### src/rtl/muldiv_pkg.sv
package muldiv_pkg;
   typedef enum logic [1:0] {
      OP_MUL  = 2'b00,
      OP_MULU = 2'b01,
      OP_DIV  = 2'b10,
      OP_DIVU = 2'b11
   } md_op_e;

   typedef enum logic [1:0] {
      ST_IDLE  = 2'd0,
      ST_SETUP = 2'd1,
      ST_RUN   = 2'd2,
      ST_FIN   = 2'd3
   } md_state_e;
endpackage

### src/rtl/muldiv_mag.sv
// Converts an operand to magnitude plus sign flag.
module muldiv_mag #(
   parameter int W         = 32,
   parameter bit SIGNED_EN = 1'b1
) (
   input  logic [W-1:0] val_i,
   input  logic         is_signed_i,
   output logic [W-1:0] mag_o,
   output logic         neg_o
);
   generate
      if (SIGNED_EN) begin : g_signed
         always_comb begin
            neg_o = is_signed_i & val_i[W-1];
            mag_o = neg_o ? (~val_i + W'(1)) : val_i;
         end
      end else begin : g_unsigned
         logic unused_sig;
         always_comb begin
            unused_sig = is_signed_i;
            neg_o      = 1'b0;
            mag_o      = val_i;
         end
      end
   endgenerate
endmodule

### src/rtl/muldiv_step.sv
// One iteration of the shared datapath: shift-add multiply or restoring divide.
module muldiv_step #(
   parameter int W = 32
) (
   input  logic         is_div_i,
   input  logic [W:0]   hi_i,
   input  logic [W-1:0] lo_i,
   input  logic [W-1:0] opnd_i,
   output logic [W:0]   hi_o,
   output logic [W-1:0] lo_o
);
   localparam int AW = W + 2;

   logic [W:0]    shl;
   logic [AW-1:0] x_op, y_op, sum;
   logic [W:0]    acc;

   always_comb begin
      shl  = {hi_i[W-1:0], lo_i[W-1]};
      x_op = is_div_i ? {1'b0, shl} : {1'b0, hi_i};
      y_op = is_div_i ? ~{2'b00, opnd_i} : {2'b00, opnd_i};
      sum  = x_op + y_op + AW'(is_div_i);
      acc  = lo_i[0] ? sum[W:0] : hi_i;
      if (is_div_i) begin
         // negative trial keeps the shifted remainder (restore), bit 0
         hi_o = sum[AW-1] ? shl : sum[W:0];
         lo_o = {lo_i[W-2:0], ~sum[AW-1]};
      end else begin
         hi_o = {1'b0, acc[W:1]};
         lo_o = {acc[0], lo_i[W-1:1]};
      end
   end
endmodule

### src/rtl/muldiv_unit.sv
module muldiv_unit #(
   parameter int W         = 32,
   parameter bit SIGNED_EN = 1'b1
) (
   input  logic         clk,
   input  logic         rst_n,
   input  logic         start_i,
   input  logic [1:0]   op_i,
   input  logic [W-1:0] a_i,
   input  logic [W-1:0] b_i,
   output logic         busy_o,
   output logic         done_o,
   output logic [W-1:0] hi_o,
   output logic [W-1:0] lo_o
);
   import muldiv_pkg::*;

   localparam int CW   = $clog2(W);
   localparam int LW   = $clog2(W + 3) + 1;
   localparam int BUSY = W + 2;

   generate
      if (W < 4) begin : g_bad_width
         $error("muldiv_unit: W must be at least 4");
      end
   endgenerate

   md_state_e     state_q;
   md_op_e        op_q;
   logic [W-1:0]  a_q, b_q, opnd_q, lo_w, hi_q, lo_q;
   logic [W:0]    hi_w;
   logic [CW-1:0] cnt_q;
   logic          neg_q, neg_r_q, done_q;

   logic [W-1:0]  a_mag, b_mag, lo_n;
   logic [W:0]    hi_n;
   logic          a_neg, b_neg, is_div, is_sgn;
   logic [2*W-1:0] prod, prod_fix;

   assign is_div = op_q[1];
   assign is_sgn = ~op_q[0];

   muldiv_mag #(.W(W), .SIGNED_EN(SIGNED_EN)) u_mag_a (
      .val_i(a_q), .is_signed_i(is_sgn), .mag_o(a_mag), .neg_o(a_neg));
   muldiv_mag #(.W(W), .SIGNED_EN(SIGNED_EN)) u_mag_b (
      .val_i(b_q), .is_signed_i(is_sgn), .mag_o(b_mag), .neg_o(b_neg));

   muldiv_step #(.W(W)) u_step (
      .is_div_i(is_div), .hi_i(hi_w), .lo_i(lo_w), .opnd_i(opnd_q),
      .hi_o(hi_n), .lo_o(lo_n));

   always_comb begin
      prod     = {hi_w[W-1:0], lo_w};
      prod_fix = neg_q ? (~prod + (2*W)'(1)) : prod;
   end

   always_ff @(posedge clk or negedge rst_n) begin
      if (!rst_n) begin
         state_q <= ST_IDLE;
         op_q    <= OP_MUL;
         a_q     <= '0;
         b_q     <= '0;
         opnd_q  <= '0;
         hi_w    <= '0;
         lo_w    <= '0;
         cnt_q   <= '0;
         neg_q   <= 1'b0;
         neg_r_q <= 1'b0;
         hi_q    <= '0;
         lo_q    <= '0;
         done_q  <= 1'b0;
      end else begin
         done_q <= 1'b0;
         unique case (state_q)
            ST_IDLE: if (start_i) begin
               op_q    <= md_op_e'(op_i);
               a_q     <= a_i;
               b_q     <= b_i;
               state_q <= ST_SETUP;
            end
            ST_SETUP: begin
               hi_w    <= '0;
               lo_w    <= is_div ? a_mag : b_mag;
               opnd_q  <= is_div ? b_mag : a_mag;
               neg_q   <= a_neg ^ b_neg;
               neg_r_q <= a_neg;
               cnt_q   <= '0;
               state_q <= ST_RUN;
            end
            ST_RUN: begin
               hi_w  <= hi_n;
               lo_w  <= lo_n;
               cnt_q <= cnt_q + CW'(1);
               if (cnt_q == CW'(W - 1)) state_q <= ST_FIN;
            end
            ST_FIN: begin
               if (is_div) begin
                  lo_q <= neg_q   ? (~lo_w + W'(1)) : lo_w;
                  hi_q <= neg_r_q ? (~hi_w[W-1:0] + W'(1)) : hi_w[W-1:0];
               end else begin
                  hi_q <= prod_fix[2*W-1:W];
                  lo_q <= prod_fix[W-1:0];
               end
               done_q  <= 1'b1;
               state_q <= ST_IDLE;
            end
            default: state_q <= ST_IDLE;
         endcase
      end
   end

   assign busy_o = (state_q != ST_IDLE);
   assign done_o = done_q;
   assign hi_o   = hi_q;
   assign lo_o   = lo_q;

   // busy-length monitor for the timing check
   logic [LW-1:0] busy_len_q;
   always_ff @(posedge clk or negedge rst_n) begin
      if (!rst_n)      busy_len_q <= '0;
      else if (busy_o) busy_len_q <= busy_len_q + LW'(1);
      else             busy_len_q <= '0;
   end


   busy_len_chk: assert property (@(posedge clk) disable iff (!rst_n)
      $fell(busy_o) |-> (busy_len_q == LW'(BUSY)));

   done_pulse_chk: assert property (@(posedge clk) disable iff (!rst_n)
      done_o |=> !done_o);

   done_idle_chk: assert property (@(posedge clk) disable iff (!rst_n)
      done_o |-> !busy_o);

   start_ignored_chk: assert property (@(posedge clk) disable iff (!rst_n)
      busy_o |=> ($stable(op_q) && $stable(a_q) && $stable(b_q)));

   result_hold_chk: assert property (@(posedge clk) disable iff (!rst_n)
      !($stable(hi_o) && $stable(lo_o)) |-> done_o);
endmodule

### config.mk
export PLATFORM = sky130hd
export DESIGN_NAME = muldiv_unit
export DESIGN_NICKNAME = d
export VERILOG_FILES = /design/src/rtl/muldiv_pkg.sv /design/src/rtl/muldiv_mag.sv /design/src/rtl/muldiv_step.sv /design/src/rtl/muldiv_unit.sv
export SDC_FILE = /design/constraint.sdc
export NUM_CORES = 1
export LEC_CHECK = 0
export CAP_MARGIN = 20
export CELL_PAD_IN_SITES_DETAIL_PLACEMENT = 1
export CELL_PAD_IN_SITES_GLOBAL_PLACEMENT = 2
export CORE_ASPECT_RATIO = 1.5
export CORE_UTILIZATION = 44
export CTS_CLUSTER_SIZE = 24
export DETAILED_ROUTE_END_ITERATION = 10
export DONT_BUFFER_PORTS = 1
export PLACE_DENSITY = 0.92
export SYNTH_ARGS = -nofsm -noshare
export SYNTH_HDL_FRONTEND = slang
export SYNTH_SLANG_ARGS = --single-unit
export TNS_END_PERCENT = 100
### constraint.sdc
create_clock -name clk -period 8.9 [get_ports clk]
set_input_delay 1.335 -clock clk [delete_from_list [all_inputs] [get_ports clk]]
set_output_delay 1.335 -clock clk [all_outputs]
set_load 0.02 [all_outputs]
Word-level counts from Yosys, hierarchy flattened
Cells that the tools add are included.
{ "word_totals": {"inputBits": 69, "reg_bits": 237, "out_inout_bits": 66, "word_cells": 65} }
{ "classes": {"add_sub_neg": 8, "n_eq_ne": 6, "bitwise_logic": 11, "mux": 22, "n_reduce_logical": 5} }
{ "ops": {"columns": ["operator", "count"], "rows": [
  ["$mux W32", 9],
  ["$mux W33", 4],
  ["$add A32 B1 Y32 const B", 4],
  ["$not A32 Y32", 4],
  ["$pmux W33 S2", 1],
  ["$add A64 B1 Y64 const B", 1],
  ["$mux W64", 1],
  ["$not A64 Y64", 1],
  ["$pmux W32 S2", 1],
  ["$add A34 B1 Y34", 1],
  ["$add A34 B34 Y34", 1],
  ["$mux W34", 1],
  ["$not A32 Y34", 1],
  ["$pmux W5 S2", 1],
  ["$pmux W2 S4", 1],
  ["$add A5 B1 Y5 const B", 1],
  ["$eq A5 B5 Y1 const B", 1],
  ["$eq A2 B2 Y1 const B", 2],
  ["$mux W2", 2],
  ["$ne A2 B2 Y1 const B", 2],
  ["$reduce_and A2 Y1", 2],
  ["$reduce_bool A2 Y1", 2],
  ["$and A1 B1 Y1", 2],
  ["$eq A2 B1 Y1 const B", 1],
  ["other kinds (4)", 5]
]} }

Longest topological paths before layout
{ "logic_depth": {"depth_word": 7, "depth_mapped": 18, "depth_no_buf": 11} }

By module
A second synthesis with hierarchy kept.
{ "unflattened": {"hier_cells": 1930, "hier_area_um2": 17260.3} }
{ "by_module_without_submodules": {"columns": ["mod", "seq_area_each_um2", "cells_per_inst", "area_per_inst_um2", "n_inst"], "rows": [
  ["muldiv_unit", 5930.7, 1205, 11979.0, 1],
  ["muldiv_step", 0.0, 513, 3867.5, 1],
  ["muldiv_mag", 0.0, 106, 706.9, 2]
]} }

Worst setup path before layout
Ideal clock, no wire load.
{ "synth_path": {"kind": "register to register", "from": "register op_q[1]", "to": "register hi_w[18]", "arrival_ns": 4.774, "setup_time_ns": 0.140, "stages_incl_launch_ff": 17, "setup_slack_ns": 3.987, "n_path_buf": 6, "required_time_ns": 8.760, "synth_period_minus_slack_ns": 4.913, "path_cell_list": "dfrtp_1 clkbuf_1 clkbuf_1 clkbuf_1 clkbuf_1 buf_1 o21ai_0 ha_1 a21oi_1 o22ai_1 or2_2 a31oi_1 or4b_2 clkbuf_1 and3_1 a211oi_1 o22ai_1"} }
{ "synth_between": {"elab_chain_cells": 6, "elab_cells_between_ends": 8, "classes_between": "add/sub (2); mux (6)"} }
{ "synth_rtl": {"columns": ["item", "line_no", "text"], "rows": [
  ["from (decl)", "muldiv_unit.sv:29", "md_op_e op_q;"],
  ["from (signal assigned)", "muldiv_unit.sv:76", "op_q <= md_op_e'(op_i);"],
  ["$mux W33 or $mux W34 (tied branches)", "muldiv_step.sv:20, muldiv_step.sv:21", null],
  ["$add A34 B34 Y34", "muldiv_step.sv:22", "sum = x_op + y_op + AW'(is_div_i);"],
  ["$add A34 B1 Y34", "muldiv_step.sv:22", null],
  ["$mux W33 (on tied branches)", "muldiv_step.sv:23, muldiv_step.sv:26", null],
  ["$mux W33 (*)", "muldiv_step.sv:24", "if (is_div_i) begin"],
  ["$pmux W33 S2 (*)", "muldiv_unit.sv:74", "unique case (state_q)"],
  ["to (signal assigned)", "muldiv_unit.sv:91", "hi_w <= hi_n;"],
  ["to (decl)", "muldiv_unit.sv:31", "logic [W:0] hi_w;"]
]} }
Every way passes the cells marked *; elsewhere a longest branch is shown, timed or not.
A chain may end at the register's enable or synchronous reset.

Final worst setup path
{ "layout_path": {"from": "register op_q[1]", "to": "register hi_w[16]"} }
The elaborated chain is that of the path after synthesis.

==> flow_summary_export.csv <==
group,metric,value,unit
drt,drc,0,
layout,drive_above_1_share,11.9,%
global_routing,antenna_found_initial,0,
yosys,yosys_register_bits,237,
die,io_pins,135,
yosys,netlist_area,0.0164,mm^2
die,die_w,160,um
timing,worst_pin_slew,1.02,ns
drt,drt_iter0_markers,829,
yosys,synthCells,1838,
worst_hold_path,worstHoldPathType,"input port to asynchronous set/reset pin",
timing,hold_viol_final,0,
yosys,ys.flop_type,"dfrtp_1",
yosys,ys_seq_area_share,36.2,%
place,numPlacedInstances,2217,
cts,cts_hold_buf,0,
drt,drt-wirelength-per-cell,25.6,um
outcome,outcome,"completed",
cts,clkLatencyLatePin,0.55,ns
setup_path,endpoint_kind,"flop",
drt,first_pass_iters,4,
place,gp_congestion,0.970,
die,rows,86,
layout,area_growth,7.37,%
cts,cts_root_buf,"clkbuf_16",
cts,cts_tree,"done",
setup_path,crit_arrival,5.98,ns
flow_run,max_cap_viol_count,0,
drt,vias,14178,
cts,cts_resized,0,
cts,htree_levels,1,
global_routing,grt_max_degree,238,
layout,nets,1871,
yosys,async_flop_share,100,%
yosys,synth_top_area_share,36.2,%
setup_path,cp_max_fo,62,
timing,setup_violations,0,
timing,fin_tns_setup,0,ns
setup_path,crit_required,9.35,ns
die,dieArea,0.0380,mm^2
yosys,ys_types,75,
drt,ant_nets,0,
cts,postCtsSetupBuffers,0,
yosys,ys_top_cells_by_area,"dfrtp_1, mux2_2, xor2_1, a21oi_1, nor2_1",
place,port_buffers,0,
timing,relSlewSlack,31.5,%
yosys,synth_edf_count,0,
timing,rsz0062_at_grt,"no",
setup_path,r2r_start,"op_q[1]",
global_routing,grt_pass1_wl,89.9,mm
setup_path,crit_start,"op_q[1]",
timing,clock_skew,0.0112,ns
timing,fmax,181,MHz
cts,cts.path.max_buffers,3,
yosys,yosysTopAreaCell,"dfrtp_1",
yosys,synth_nets,1950,
place,dp_hpwl,43.3,mm
global_routing,track_usage,30.7,%
global_routing,grt_pass1_vias,15209,
cts,clkTransAtPathRegs,0.07,ns
die,die_h,238,um
die,design.core.area,0.0367,mm^2
timing,min_period,5.52,ns
yosys,syn_avg_cell_area,8.92,um^2
global_routing,grt-ovfl-total,0,
cts,cts_buffers,24,
timing,fin_crit_sh,62.1,%
timing,slew_violations,0,
setup_path,cp-start-kind,"flop",
layout,fin_cells,2262,
die,start_util,44.7,%
drt,vias_per_cell,6.27,
cts,cts.sinks,237,
setup_path,critPathKind,"flop to flop",
drt,finalWirelength,57.9,mm
layout,nFillCells,4208,
yosys,yosys_warnings,0,
[final timing paths]
| check | end | slack, ns | cells after the start |
|---|---|---|---|
| worst max-delay path | hi_w[16] | 3.38 | 11 |
| worst min-delay path | hi_o[2] | 0.48 | 0 |
| worst max register to register | hi_w[16] | 3.38 | 11 |
| worst min register to register | opnd_q[11] | 0.50 | 1 |
| max in group asynchronous | b_q[28] | 7.90 | 0 |
| min in group clk | opnd_q[11] | 0.50 | 1 |
[per-layer routing]
metal  vias to the layer above  routed length, um  global-route usage (%)  part of all wire [%]
li1                       6491                  -                       -                     -
met1                      7141              21500                    34.4                    37
met2                       414              30700                    56.3                    53
met3                       132               2470                    3.63                   4.3
met4                         0               3190                    16.6                   5.5
met5                         -                  0                       0                     0
[cell type report]
cell class | instances | area [um^2] | share of cell area (%)
Timing Repair Buffer | 21 | 158 | 0.896
Sequential cell | 237 | 5930 | 33.7
Clock buffer | 29 | 649 | 3.69
Antenna cell | 1 | 2.50 | 0.0142
Clock inverter | 15 | 249 | 1.41
Tap cell | 484 | 606 | 3.44
Multi-Input combinational cell | 1421 | 9800 | 55.7
Inverter | 54 | 203 | 1.15
[state kept, by name, indices dropped and copies added, names as in the netlist]
name / cells
cnt_q: 5
a_q: 32
b_q: 32
lo_o: 32
done_o: 1
hi_o: 32
opnd_q: 32
state_q: 2
hi_w: 33
neg_r_q: 1
op_q: 2
neg_q: 1
lo_w: 32
[cells in the mapped netlist, types with 14 or more instances]
| cell | number |
|---|---|
| a211oi_1 | 17 |
| a21o_1 | 19 |
| a21oi_1 | 150 |
| a31oi_1 | 16 |
| and3_1 | 14 |
| buf_1 | 17 |
| clkbuf_1 | 106 |
| dfrtp_1 | 237 |
| ha_1 | 42 |
| inv_1 | 51 |
| mux2_2 | 109 |
| mux2i_1 | 38 |
| mux4_2 | 15 |
| nand2_1 | 143 |
| nand2b_1 | 18 |
| nand3_1 | 34 |
| nand4_1 | 14 |
| nor2_1 | 182 |
| nor3_1 | 52 |
| nor4_1 | 17 |
| o211ai_1 | 18 |
| o21ai_0 | 116 |
| o221ai_1 | 23 |
| o31ai_1 | 22 |
| or3_1 | 23 |
| xnor2_1 | 75 |
| xor2_1 | 100 |
[through the flow]
step / setup slack, ns / util (%) / hold WS (ns) / instance area [um^2]
6_report: 3.38 / 48.0 / 0.478 / 17600
3_3_place_gp: 3.52 / 45.5 / 0.481 / 16700
2_1_floorplan: 3.99 / - / 0.469 / 16400
4_1_cts: 3.44 / 48.0 / 0.457 / 17600
3_5_place_dp: 3.44 / 45.5 / 0.486 / 16700
5_1_grt: 3.10 / 48.0 / 0.456 / 17600
[critical path, cell delays in order, from the launching register on]
cell and delay [ns]:
dfrtp_4 0.78, buf_4 0.76, mux2_2 0.42, ha_1 0.36, a21oi_1 0.21, o22ai_1 0.12
or2_2 0.34, a31oi_1 0.59, or4b_2 0.85, nand2_1 0.47, a211oi_1 0.15, o32ai_1 0.30
[cell usage in the layout, fill, tap and decap left out, types with 8 or more instances in the layout]
cell type    n
a211oi_1    17
nor3_1      52
xnor2_1     75
nand2_1    142
o22ai_1     10
nand4_1     14
a21oi_1    150
o21ai_0    116
o31ai_1     22
a21o_1      19
and3_1      14
ha_1        41
a31oi_1     16
nand2b_1    18
dfrtp_1    236
nand3_1     34
xor2_1     100
o41ai_1     12
clkbuf_16   24
nor2b_1      9
inv_1       51
buf_4       21
mux4_2      15
o21bai_1     8
mux2_2     109
o211ai_1    18
mux2i_1     38
nor4_1      17
or4_1        8
nor2_1     181
or3_1       23
or2_2        8
o221ai_1    23
[kinds of logic (layout without fill, tap and decap cells)]
logic type | after synthesis | after routing | share of synthesized area, %
other | 0 | 1 | 0
multiplexers | 163 | 163 | 12.0
XOR/XNOR | 175 | 175 | 9.35
AO/OA/AOI/OAI | 485 | 485 | 19.0
adder cells (fa/ha/maj) | 43 | 43 | 3.33
flip-flops | 237 | 237 | 36.2
AND/OR/NAND/NOR | 555 | 555 | 16.1
buffers and inverters | 180 | 119 | 4.14
Power is not shown: default switching activity piles up to over one toggle a cycle in this logic, so the estimate is an artifact.
